### src/rtl/mr_seq_pkg.sv
package mr_seq_pkg;

    typedef enum logic [1:0] {
        ACC_READ  = 2'd0,
        ACC_WRITE = 2'd1,
        ACC_BAD   = 2'd2
    } acc_kind_e;

    typedef enum logic [3:0] {
        ST_IDLE  = 4'd0,
        ST_GOT1  = 4'd1,
        ST_GOT2  = 4'd2,
        ST_GOT3  = 4'd3,
        ST_RD5   = 4'd4,
        ST_RD6   = 4'd5,
        ST_SKIP5 = 4'd6,
        ST_SKIP6 = 4'd7
    } seq_state_e;

    typedef enum logic [1:0] {
        PH_NONE  = 2'd0,
        PH_WORD2 = 2'd1,
        PH_WORD3 = 2'd2
    } rd_phase_e;

    typedef struct packed {
        logic      done;
        acc_kind_e kind;
        logic      top;
        logic      bit0;
    } bus_cycle_t;

    function automatic acc_kind_e classify(input logic saw_oe, input logic saw_we);
        if (saw_oe && !saw_we)      return ACC_READ;
        else if (saw_we && !saw_oe) return ACC_WRITE;
        else                        return ACC_BAD;
    endfunction

    function automatic logic is_locked(input seq_state_e s);
        return (s == ST_GOT3) || (s == ST_RD5) || (s == ST_RD6) ||
               (s == ST_SKIP5) || (s == ST_SKIP6);
    endfunction

endpackage

### src/rtl/mr_bus_sampler.sv
module mr_bus_sampler
    import mr_seq_pkg::*;
#(
    parameter int ADDR_W      = 22,
    parameter int SYNC_STAGES = 2
) (
    input  logic              clk,
    input  logic              rst,
    input  logic              ce_n,
    input  logic              oe_n,
    input  logic              we_n,
    input  logic [ADDR_W-1:0] addr,
    input  logic              dq_bit0,
    output bus_cycle_t        cyc,
    output logic              active,
    output logic              oe_act,
    output logic              we_act
);

    localparam int TOP = SYNC_STAGES - 1;

    logic [SYNC_STAGES-1:0] ce_sh, oe_sh, we_sh;
    logic ce_prev;
    logic saw_oe, saw_we, top_l, bit0_l;
    logic rise;

    // strobe synchronisers, reset to the inactive level
    always_ff @(posedge clk) begin
        if (rst) begin
            ce_sh   <= '1;
            oe_sh   <= '1;
            we_sh   <= '1;
            ce_prev <= 1'b1;
        end else begin
            ce_sh   <= {ce_sh[TOP-1:0], ce_n};
            oe_sh   <= {oe_sh[TOP-1:0], oe_n};
            we_sh   <= {we_sh[TOP-1:0], we_n};
            ce_prev <= ce_sh[TOP];
        end
    end

    assign active = ~ce_sh[TOP];
    assign oe_act = active & ~oe_sh[TOP];
    assign we_act = active & ~we_sh[TOP];
    assign rise   = ce_sh[TOP] & ~ce_prev;

    // per-cycle capture of strobe activity, address match and write bit 0
    always_ff @(posedge clk) begin
        if (rst) begin
            saw_oe <= 1'b0;
            saw_we <= 1'b0;
            top_l  <= 1'b0;
            bit0_l <= 1'b0;
        end else if (rise) begin
            saw_oe <= 1'b0;
            saw_we <= 1'b0;
            top_l  <= 1'b0;
            bit0_l <= 1'b0;
        end else if (active) begin
            if (oe_act) saw_oe <= 1'b1;
            if (we_act) begin
                saw_we <= 1'b1;
                bit0_l <= dq_bit0;
            end
            top_l <= &addr;
        end
    end

    always_comb begin
        cyc.done = rise;
        cyc.kind = classify(saw_oe, saw_we);
        cyc.top  = top_l;
        cyc.bit0 = bit0_l;
    end

    AST_CYCLE_END_INACTIVE: assert property (@(posedge clk) disable iff (rst)
        cyc.done |=> !cyc.done);

endmodule

### src/rtl/mr_seq_fsm.sv
module mr_seq_fsm
    import mr_seq_pkg::*;
(
    input  logic       clk,
    input  logic       rst,
    input  bus_cycle_t cyc,
    output rd_phase_e  phase,
    output logic       locked
);

    seq_state_e state, state_nx;
    logic rd_top, wr_top, wr_arm;

    assign rd_top = (cyc.kind == ACC_READ)  && cyc.top;
    assign wr_top = (cyc.kind == ACC_WRITE) && cyc.top;
    assign wr_arm = wr_top && !cyc.bit0;

    always_comb begin
        state_nx = state;
        if (cyc.done) begin
            unique case (state)
                ST_IDLE:  state_nx = rd_top ? ST_GOT1 : ST_IDLE;
                ST_GOT1:  state_nx = wr_top ? ST_GOT2 : (rd_top ? ST_GOT1 : ST_IDLE);
                ST_GOT2:  state_nx = wr_top ? ST_GOT3 : (rd_top ? ST_GOT1 : ST_IDLE);
                ST_GOT3:  state_nx = wr_arm ? ST_RD5 : ST_SKIP5;
                ST_RD5:   state_nx = ST_RD6;
                ST_RD6:   state_nx = ST_IDLE;
                ST_SKIP5: state_nx = ST_SKIP6;
                ST_SKIP6: state_nx = ST_IDLE;
                default:  state_nx = ST_IDLE;
            endcase
        end
    end

    always_ff @(posedge clk) begin
        if (rst) state <= ST_IDLE;
        else     state <= state_nx;
    end

    always_comb begin
        unique case (state)
            ST_RD5:  phase = PH_WORD2;
            ST_RD6:  phase = PH_WORD3;
            default: phase = PH_NONE;
        endcase
    end

    assign locked = is_locked(state);

    AST_LOCK_RUNS_OUT: assert property (@(posedge clk) disable iff (rst)
        (state == ST_GOT3 && cyc.done) |=> (state == ST_RD5 || state == ST_SKIP5));

    AST_WORD3_FOLLOWS: assert property (@(posedge clk) disable iff (rst)
        (state == ST_RD5 && cyc.done) |=> (state == ST_RD6));

    AST_PREFIX_BREAK: assert property (@(posedge clk) disable iff (rst)
        (state == ST_GOT1 && cyc.done && !wr_top && !rd_top) |=> (state == ST_IDLE));

    AST_END_TO_IDLE: assert property (@(posedge clk) disable iff (rst)
        (state == ST_RD6 && cyc.done) |=> !locked);

endmodule

### src/rtl/mr_read_mux.sv
module mr_read_mux
    import mr_seq_pkg::*;
#(
    parameter int DATA_W = 16
) (
    input  rd_phase_e         phase,
    input  logic              oe_act,
    input  logic              we_act,
    input  logic [DATA_W-1:0] word2,
    input  logic [DATA_W-1:0] word3,
    input  logic              words_set,
    output logic [DATA_W-1:0] dq_out,
    output logic              dq_drive,
    output logic              dq_trusted
);

    logic [DATA_W-1:0] pick;

    always_comb begin
        unique case (phase)
            PH_WORD2: pick = word2;
            PH_WORD3: pick = word3;
            default:  pick = '0;
        endcase
    end

    assign dq_drive   = (phase != PH_NONE) && oe_act && !we_act;
    assign dq_trusted = dq_drive && words_set;
    assign dq_out     = dq_trusted ? pick : '0;

endmodule

### src/rtl/mr_seq_detect.sv
module mr_seq_detect
    import mr_seq_pkg::*;
#(
    parameter int ADDR_W      = 22,
    parameter int DATA_W      = 16,
    parameter int SYNC_STAGES = 2
) (
    input  logic              clk,
    input  logic              rst,
    input  logic              ce_n,
    input  logic              oe_n,
    input  logic              we_n,
    input  logic [ADDR_W-1:0] addr,
    input  logic [DATA_W-1:0] dq_in,
    input  logic [DATA_W-1:0] code2_word,
    input  logic [DATA_W-1:0] code3_word,
    input  logic              code_set,
    output logic [DATA_W-1:0] dq_out,
    output logic              dq_drive,
    output logic              dq_trusted,
    output logic              seq_locked
);

    bus_cycle_t cyc;
    rd_phase_e  phase;
    logic       active, oe_act, we_act;
    logic [DATA_W-2:0] dq_hi_unused;

    assign dq_hi_unused = dq_in[DATA_W-1:1];

    mr_bus_sampler #(.ADDR_W(ADDR_W), .SYNC_STAGES(SYNC_STAGES)) u_sampler (
        .clk(clk), .rst(rst), .ce_n(ce_n), .oe_n(oe_n), .we_n(we_n),
        .addr(addr), .dq_bit0(dq_in[0]), .cyc(cyc),
        .active(active), .oe_act(oe_act), .we_act(we_act)
    );

    mr_seq_fsm u_fsm (
        .clk(clk), .rst(rst), .cyc(cyc), .phase(phase), .locked(seq_locked)
    );

    mr_read_mux #(.DATA_W(DATA_W)) u_mux (
        .phase(phase), .oe_act(oe_act), .we_act(we_act),
        .word2(code2_word), .word3(code3_word), .words_set(code_set),
        .dq_out(dq_out), .dq_drive(dq_drive), .dq_trusted(dq_trusted)
    );

    AST_UNSET_IS_ZERO: assert property (@(posedge clk) disable iff (rst)
        !code_set |-> (!dq_trusted && dq_out == '0));

    AST_DRIVE_NEEDS_LOCK: assert property (@(posedge clk) disable iff (rst)
        dq_drive |-> (seq_locked && active));

endmodule

### config.mk
export PLATFORM = sky130hd
export DESIGN_NAME = mr_seq_detect
export DESIGN_NICKNAME = d
export VERILOG_FILES = /design/src/rtl/mr_seq_pkg.sv /design/src/rtl/mr_bus_sampler.sv /design/src/rtl/mr_seq_fsm.sv /design/src/rtl/mr_read_mux.sv /design/src/rtl/mr_seq_detect.sv
export SDC_FILE = /design/constraint.sdc
export NUM_CORES = 1
export LEC_CHECK = 0
export BUFFER_PORTS_ARGS = -buffer_cell sky130_fd_sc_hd__buf_2
export CORE_ASPECT_RATIO = 0.7
export CORE_MARGIN = 1.5
export CORE_UTILIZATION = 34
export DETAILED_ROUTE_END_ITERATION = 8
export PLACE_DENSITY_LB_ADDON = 0.12
export SLEW_MARGIN = 40
export SYNTH_ARGS = -nofsm -noshare
export SYNTH_HDL_FRONTEND = slang
export SYNTH_SLANG_ARGS = --single-unit
### constraint.sdc
create_clock -name clk -period 1.8 [get_ports clk]
set_clock_uncertainty 0.05 [all_clocks]
set_input_delay 0.45 -clock clk [delete_from_list [all_inputs] [get_ports clk]]
set_output_delay 0.45 -clock clk [all_outputs]
set_load 0.02 [all_outputs]
======== Word-level counts from Yosys, hierarchy flattened ========
Cells that the tools add are included.
cells by class
  shift operators ......................... 0
  mux-type cells .......................... 10
  div/mod/pow operators ................... 0
  $lt $le $gt $ge ......................... 0
  add/subtract/negate cells ............... 0
  reductions and logical operators ........ 23
  bitwise logic cells ..................... 7
  multipliers ............................. 0
  equality and inequality tests ........... 10
operators with widths
  operator                                        count
  case mux 16 bit (2 select lines)                1
  case mux 4 bit (6 select lines)                 1
  AND reduction 22 bit                            1
  == test 4 x 3 -> 1 bit (second input constant)  4
  2-to-1 mux 16 bit                               1
  == test 4 x 2 -> 1 bit (second input constant)  2
  logical AND 1 bit                               8
  2-to-1 mux 4 bit                                2
  2-to-1 mux 2 bit                                3
  == test 2 x 1 -> 1 bit (second input constant)  2
  == test 4 x 1 -> 1 bit (second input constant)  1
  zero test 1 bit                                 4
  zero test 4 bit                                 1
  logical OR 1 bit                                4
  NOT 1 bit                                       4
  case mux 2 bit (2 select lines)                 1
  AND reduction 2 bit                             2
  bitwise AND 1 bit                               3
  == test 2 bit (second input constant)           1
  zero test 2 bit                                 1
  nonzero test 2 bit                              1
  OR reduction 2 bit                              1
  2-to-1 mux 1 bit                                1
storage, ports and cells
  word-level logic and storage cells ...... 59
  output and inout port bits .............. 19
  bits in latches ......................... 0
  ROM bits ................................ 0
  memories kept ........................... 0
  RAM bits ................................ 0
  register bits after elaboration ......... 15
  bits of input ports ..................... 76

======== Longest topological paths before layout ========
  depth in word-level cells ............... 9
  gate-level depth with buffers ........... 6

======== By module ========
From an unflattened synthesis, not the netlist that was laid out.
unflattened totals
  cells, all modules ...................... 116
  area total of the unflattened synthesis .. 1028.5 um2
by module, submodules not included
  module          times used  sequential area each (um2)  area an instance (um2)  cells each
  mr_bus_sampler  1           220.2                       452.9                   42
  mr_read_mux     1           0.0                         362.8                   49
  mr_seq_fsm      1           60.1                        212.7                   25

======== Worst setup path before layout ========
No wires, ideal clock.
  path type ............................... flip-flop to output port
  from .................................... register u_sampler.ce_sh[1]
  to ...................................... output port dq_out[10]
  arrival time ............................ 1.385 ns
  cell stages (with the launch flop) ...... 6
  buffers on the path ..................... 2
  data required time ...................... 1.300 ns
  slack ................................... -0.085 ns
  cells stage by stage .................... dfxtp_1 > buf_2 > nor4b_4 > nand3_2 > buf_4 > nor2_1
on the way
  word-level cells in the longest chain between the ends .. 6
  elaborated cells on any way between the ends .. 8
RTL lines
  item                                                  line                                        source
  start: declaration                                    mr_bus_sampler.sv:22                        logic [SYNC_STAGES-1:0] ce_sh, oe_sh, we_sh;
  start signal: assignment                              mr_bus_sampler.sv:35                        ce_sh <= {ce_sh[TOP-1:0], ce_n};
  NOT 1 bit (*)                                         mr_bus_sampler.sv:42                        assign active = ~ce_sh[TOP];
  bitwise AND 1 bit, on equally long branches           mr_bus_sampler.sv:43, mr_bus_sampler.sv:44
  logical AND 1 bit or zero test 1 bit (tied branches)  mr_read_mux.sv:27                           assign dq_drive = (phase != PH_NONE) && oe_act && !we_act;
  logical AND 1 bit (*)                                 mr_read_mux.sv:27
  logical AND 1 bit (*)                                 mr_read_mux.sv:28                           assign dq_trusted = dq_drive && words_set;
  2-to-1 mux 16 bit (*)                                 mr_read_mux.sv:29                           assign dq_out = dq_trusted ? pick : '0;
  end: declaration                                      mr_seq_detect.sv:18                         output logic [DATA_W-1:0] dq_out,
Mark *: on every way between the ends. The rest lies on a longest branch, timed or not.

======== Final worst setup path ========
  from .................................... register u_sampler.ce_sh[1]
  to ...................................... output port dq_out[1]
Same word-level chain as after synthesis.

==> results.md <==
- Max Cap Viol: 0
- Post-CTS setup buffers: 0
- First-pass GRT wire length: ~4000 um
- DR pass1 iterations: 4
- FF+latch count, synth: 14
- Final worst path period share: 107%
- Number of CTS-inserted buffers: 3
- Dpl cells: 218
- Die ar.: 2950 um^2
- Fraction of layout cells with a size suffix above 1: 60.6%
- Most common cell after layout, fill and taps aside: buf_2
- Drc violations: 0
- Initial drt markers: 38
- Final nets: between 200 and 300
- Dpl hpwl: 2230 um
- Sequential share of the synthesized area: 31.4%
- Finish-stage setup viols: 17
- Sink Count: 14
- LEAKAGE: between 0.0006 and 0.0007 uW
- Mapped Area: 892 um^2
- Total track usage: roughly 17%
- Critical Path RT: 1.30 ns
- Cell count after synthesis: 106
- CTS tree: yes
- Clk pin slew, worst setup/hold paths: 0.05 ns
- Vias in the first global route: between 1,000 and 1,500
- Boundary Pins: 95
- Worst-case clock buffer depth: 2
- Unique masters post-synth: 36
- Core Rows: 15
- Syn-to-layout area delta: 71.0%
- Max Fclk: around 0.52 GHz
- Final worst setup slack: -0.119 ns
- Post-Syn Nets: 182
- Largest net degree at the start of global routing: 18
- Status: complete, but fails checks
- H-tree depth: 1
- Crit Path Max Fanout: 17
- Global placer's final weighted congestion: between 0.7 and 0.8
- Syn_area_per_cell: between 8 and 9 um^2
- Startpoint class of the critical path: flip-flop
- Final std cells w/o fill: 222
- Critical path type: flip-flop to output port
- Initial core utilization: 36.0%
- Yosys warnings: 0
- Grt ovf: 0
- Cell Area, Placed: 1380 um^2
- Commonest cells after routing, fill and taps aside: buf_2, a22oi_1, buf_4, nor2_1, dfxtp_1
- Pwr dens: 469 nW/um^2
- Critical Path AT: 1.42 ns
- Die Y: 45.9 um
- Final min period: 1.92 ns
- Core area: 2480 um^2
- Chip Width: between 60 and 70 um
- Antenna violations before repair: 0
- Via/cell ratio: ~5
- Slew @ Worst Pin: 0.218 ns
- Antenna cells: 0
- Failing checks: setup timing
- CTS root buffer: clkbuf_8
- DR WL/cell: between 10 and 15 um
- Max IR drop VDD: ~0.43 mV
- DRT antenna net count: 0
- Relative slew slack: between 80 and 90%
- Insertion delay to the later sink of the worst-skew pair: between 0.2 and 0.25 ns
- Max-slew violation count: 0
- DRT Wirelength: 2710 um
- # fillers: 235
- DR vias: 1,098
- RSZ-0062 raised after global routing: true
- Post-Layout Inst Area: ~1500 um^2
- R2r setup slk: 0.46 ns
- Hold Violations, Final: 0
- Crit end category: output port
- PortBufs: 79
- Hold Path Class: input port to flip-flop
final timing paths:
kind	cells after the start	to	from
worst max-delay path	5	dq_out[1]	u_sampler.ce_sh[1]
worst min-delay path	2	u_sampler.ce_sh[0]	ce_n
worst max register to register	4	u_fsm.state[1]	u_fsm.state[0]
worst min register to register	1	u_sampler.we_sh[1]	u_sampler.we_sh[0]
power by group:
part	internal, uW	total (uW)	leakage, uW	switching (uW)
clock network	193	301	0.0000288	108
registers	319	325	0.000115	6.60
logic	59.0	89.6	0.000508	30.6
total	571	716	0.000651	145
stage by stage:
stage | util (%) | hold slack [ns] | power [uW] | setup WS (ns) | setup TNS [ns]
detailed placement | 55.9 | 0.347 | 422 | -0.0886 | -1.19
finish | 61.6 | 0.340 | 716 | -0.119 | -1.67
CTS | 60.4 | 0.338 | 723 | -0.141 | -1.99
global placement | 55.9 | 0.342 | 417 | -0.0360 | -0.370
global route | 61.6 | 0.335 | 744 | -0.238 | -3.31
floorplan | - | 0.333 | 351 | -0.0286 | -0.254
metal layers:
layer  up-vias  global-route usage [%]  wire length [um]
met3         0                    4.95               139
li1        551                       -                 -
met1       517                    18.1              1090
met2        30                    35.2              1480
met4         0                    3.40                 0
met5         -                       0                 0
what timing repair did:
action                                  in CTS  in global routing
resized for setup                           24                  8
hold buffers                                 0                  0
gates cloned                                 0                  0
endpoints found under the setup margin      17                 17
pin swaps                                    2                  1
hold endpoints to repair                     0                  0
area by class of cell:
class	count	area, um^2	share of cell area, %
multi-input combinational	83	594	39.0
timing repair buffer	85	542	35.5
sequential	14	284	18.6
clock buffer	4	55.1	3.61
tap	34	42.5	2.79
inverter	2	7.51	0.492
synthesized netlist by cell type:
cell type   n  area, um^2
a2111o_1    1        11.3
a211o_1     1        8.76
a21o_1      1        7.51
a21oi_1     1        5.00
a22oi_1    16         120
a2bb2oi_1   2        17.5
a311oi_1    1        8.76
and2_1      1        6.26
and3b_1     2        17.5
buf_2       4        20.0
buf_4       2        15.0
clkbuf_1    1        3.75
dfxtp_1    14         280
inv_1       1        3.75
inv_2       1        3.75
mux2i_1     1        10.0
nand2_1     2        7.51
nand2b_1    3        18.8
nand3_1     1        5.00
nand3_2     1        10.0
nand3b_1    2        15.0
nand4_1     4        25.0
nand4_2     1        12.5
nand4b_1    1        8.76
nor2_1     21        78.8
nor2b_1     5        31.3
nor3b_4     1        18.8
nor4b_4     1        23.8
o21a_1      1        7.51
o21ai_1     1        5.00
o311ai_1    1        8.76
o41ai_2     1        16.3
or2_1       2        12.5
or2_2       5        31.3
or3b_1      1        8.76
or4_1       1        7.51
cell families after synthesis:
kind of cell,count (synthesis),share of synthesized area [%]
mux,1,1.12
buf+inv,9,5.19
simple gates,55,38.0
compound gates,27,24.3
flops,14,31.4
state kept, by name, summed over array words and instances (netlist names):
register	flops
u_fsm.state	3
u_sampler.ce_sh	2
u_sampler.oe_sh	2
u_sampler.we_sh	2
u_sampler.bit0_l	1
u_sampler.ce_prev	1
u_sampler.saw_oe	1
u_sampler.saw_we	1
u_sampler.top_l	1
critical path: stages (launching register included):
cell	delay (ns)
dfxtp_2	0.33
nor4b_4	0.29
nand3_2	0.12
buf_12	0.17
nor2_1	0.11
buf_4	0.15
Note: power is estimated with default switching activity, not from simulation.
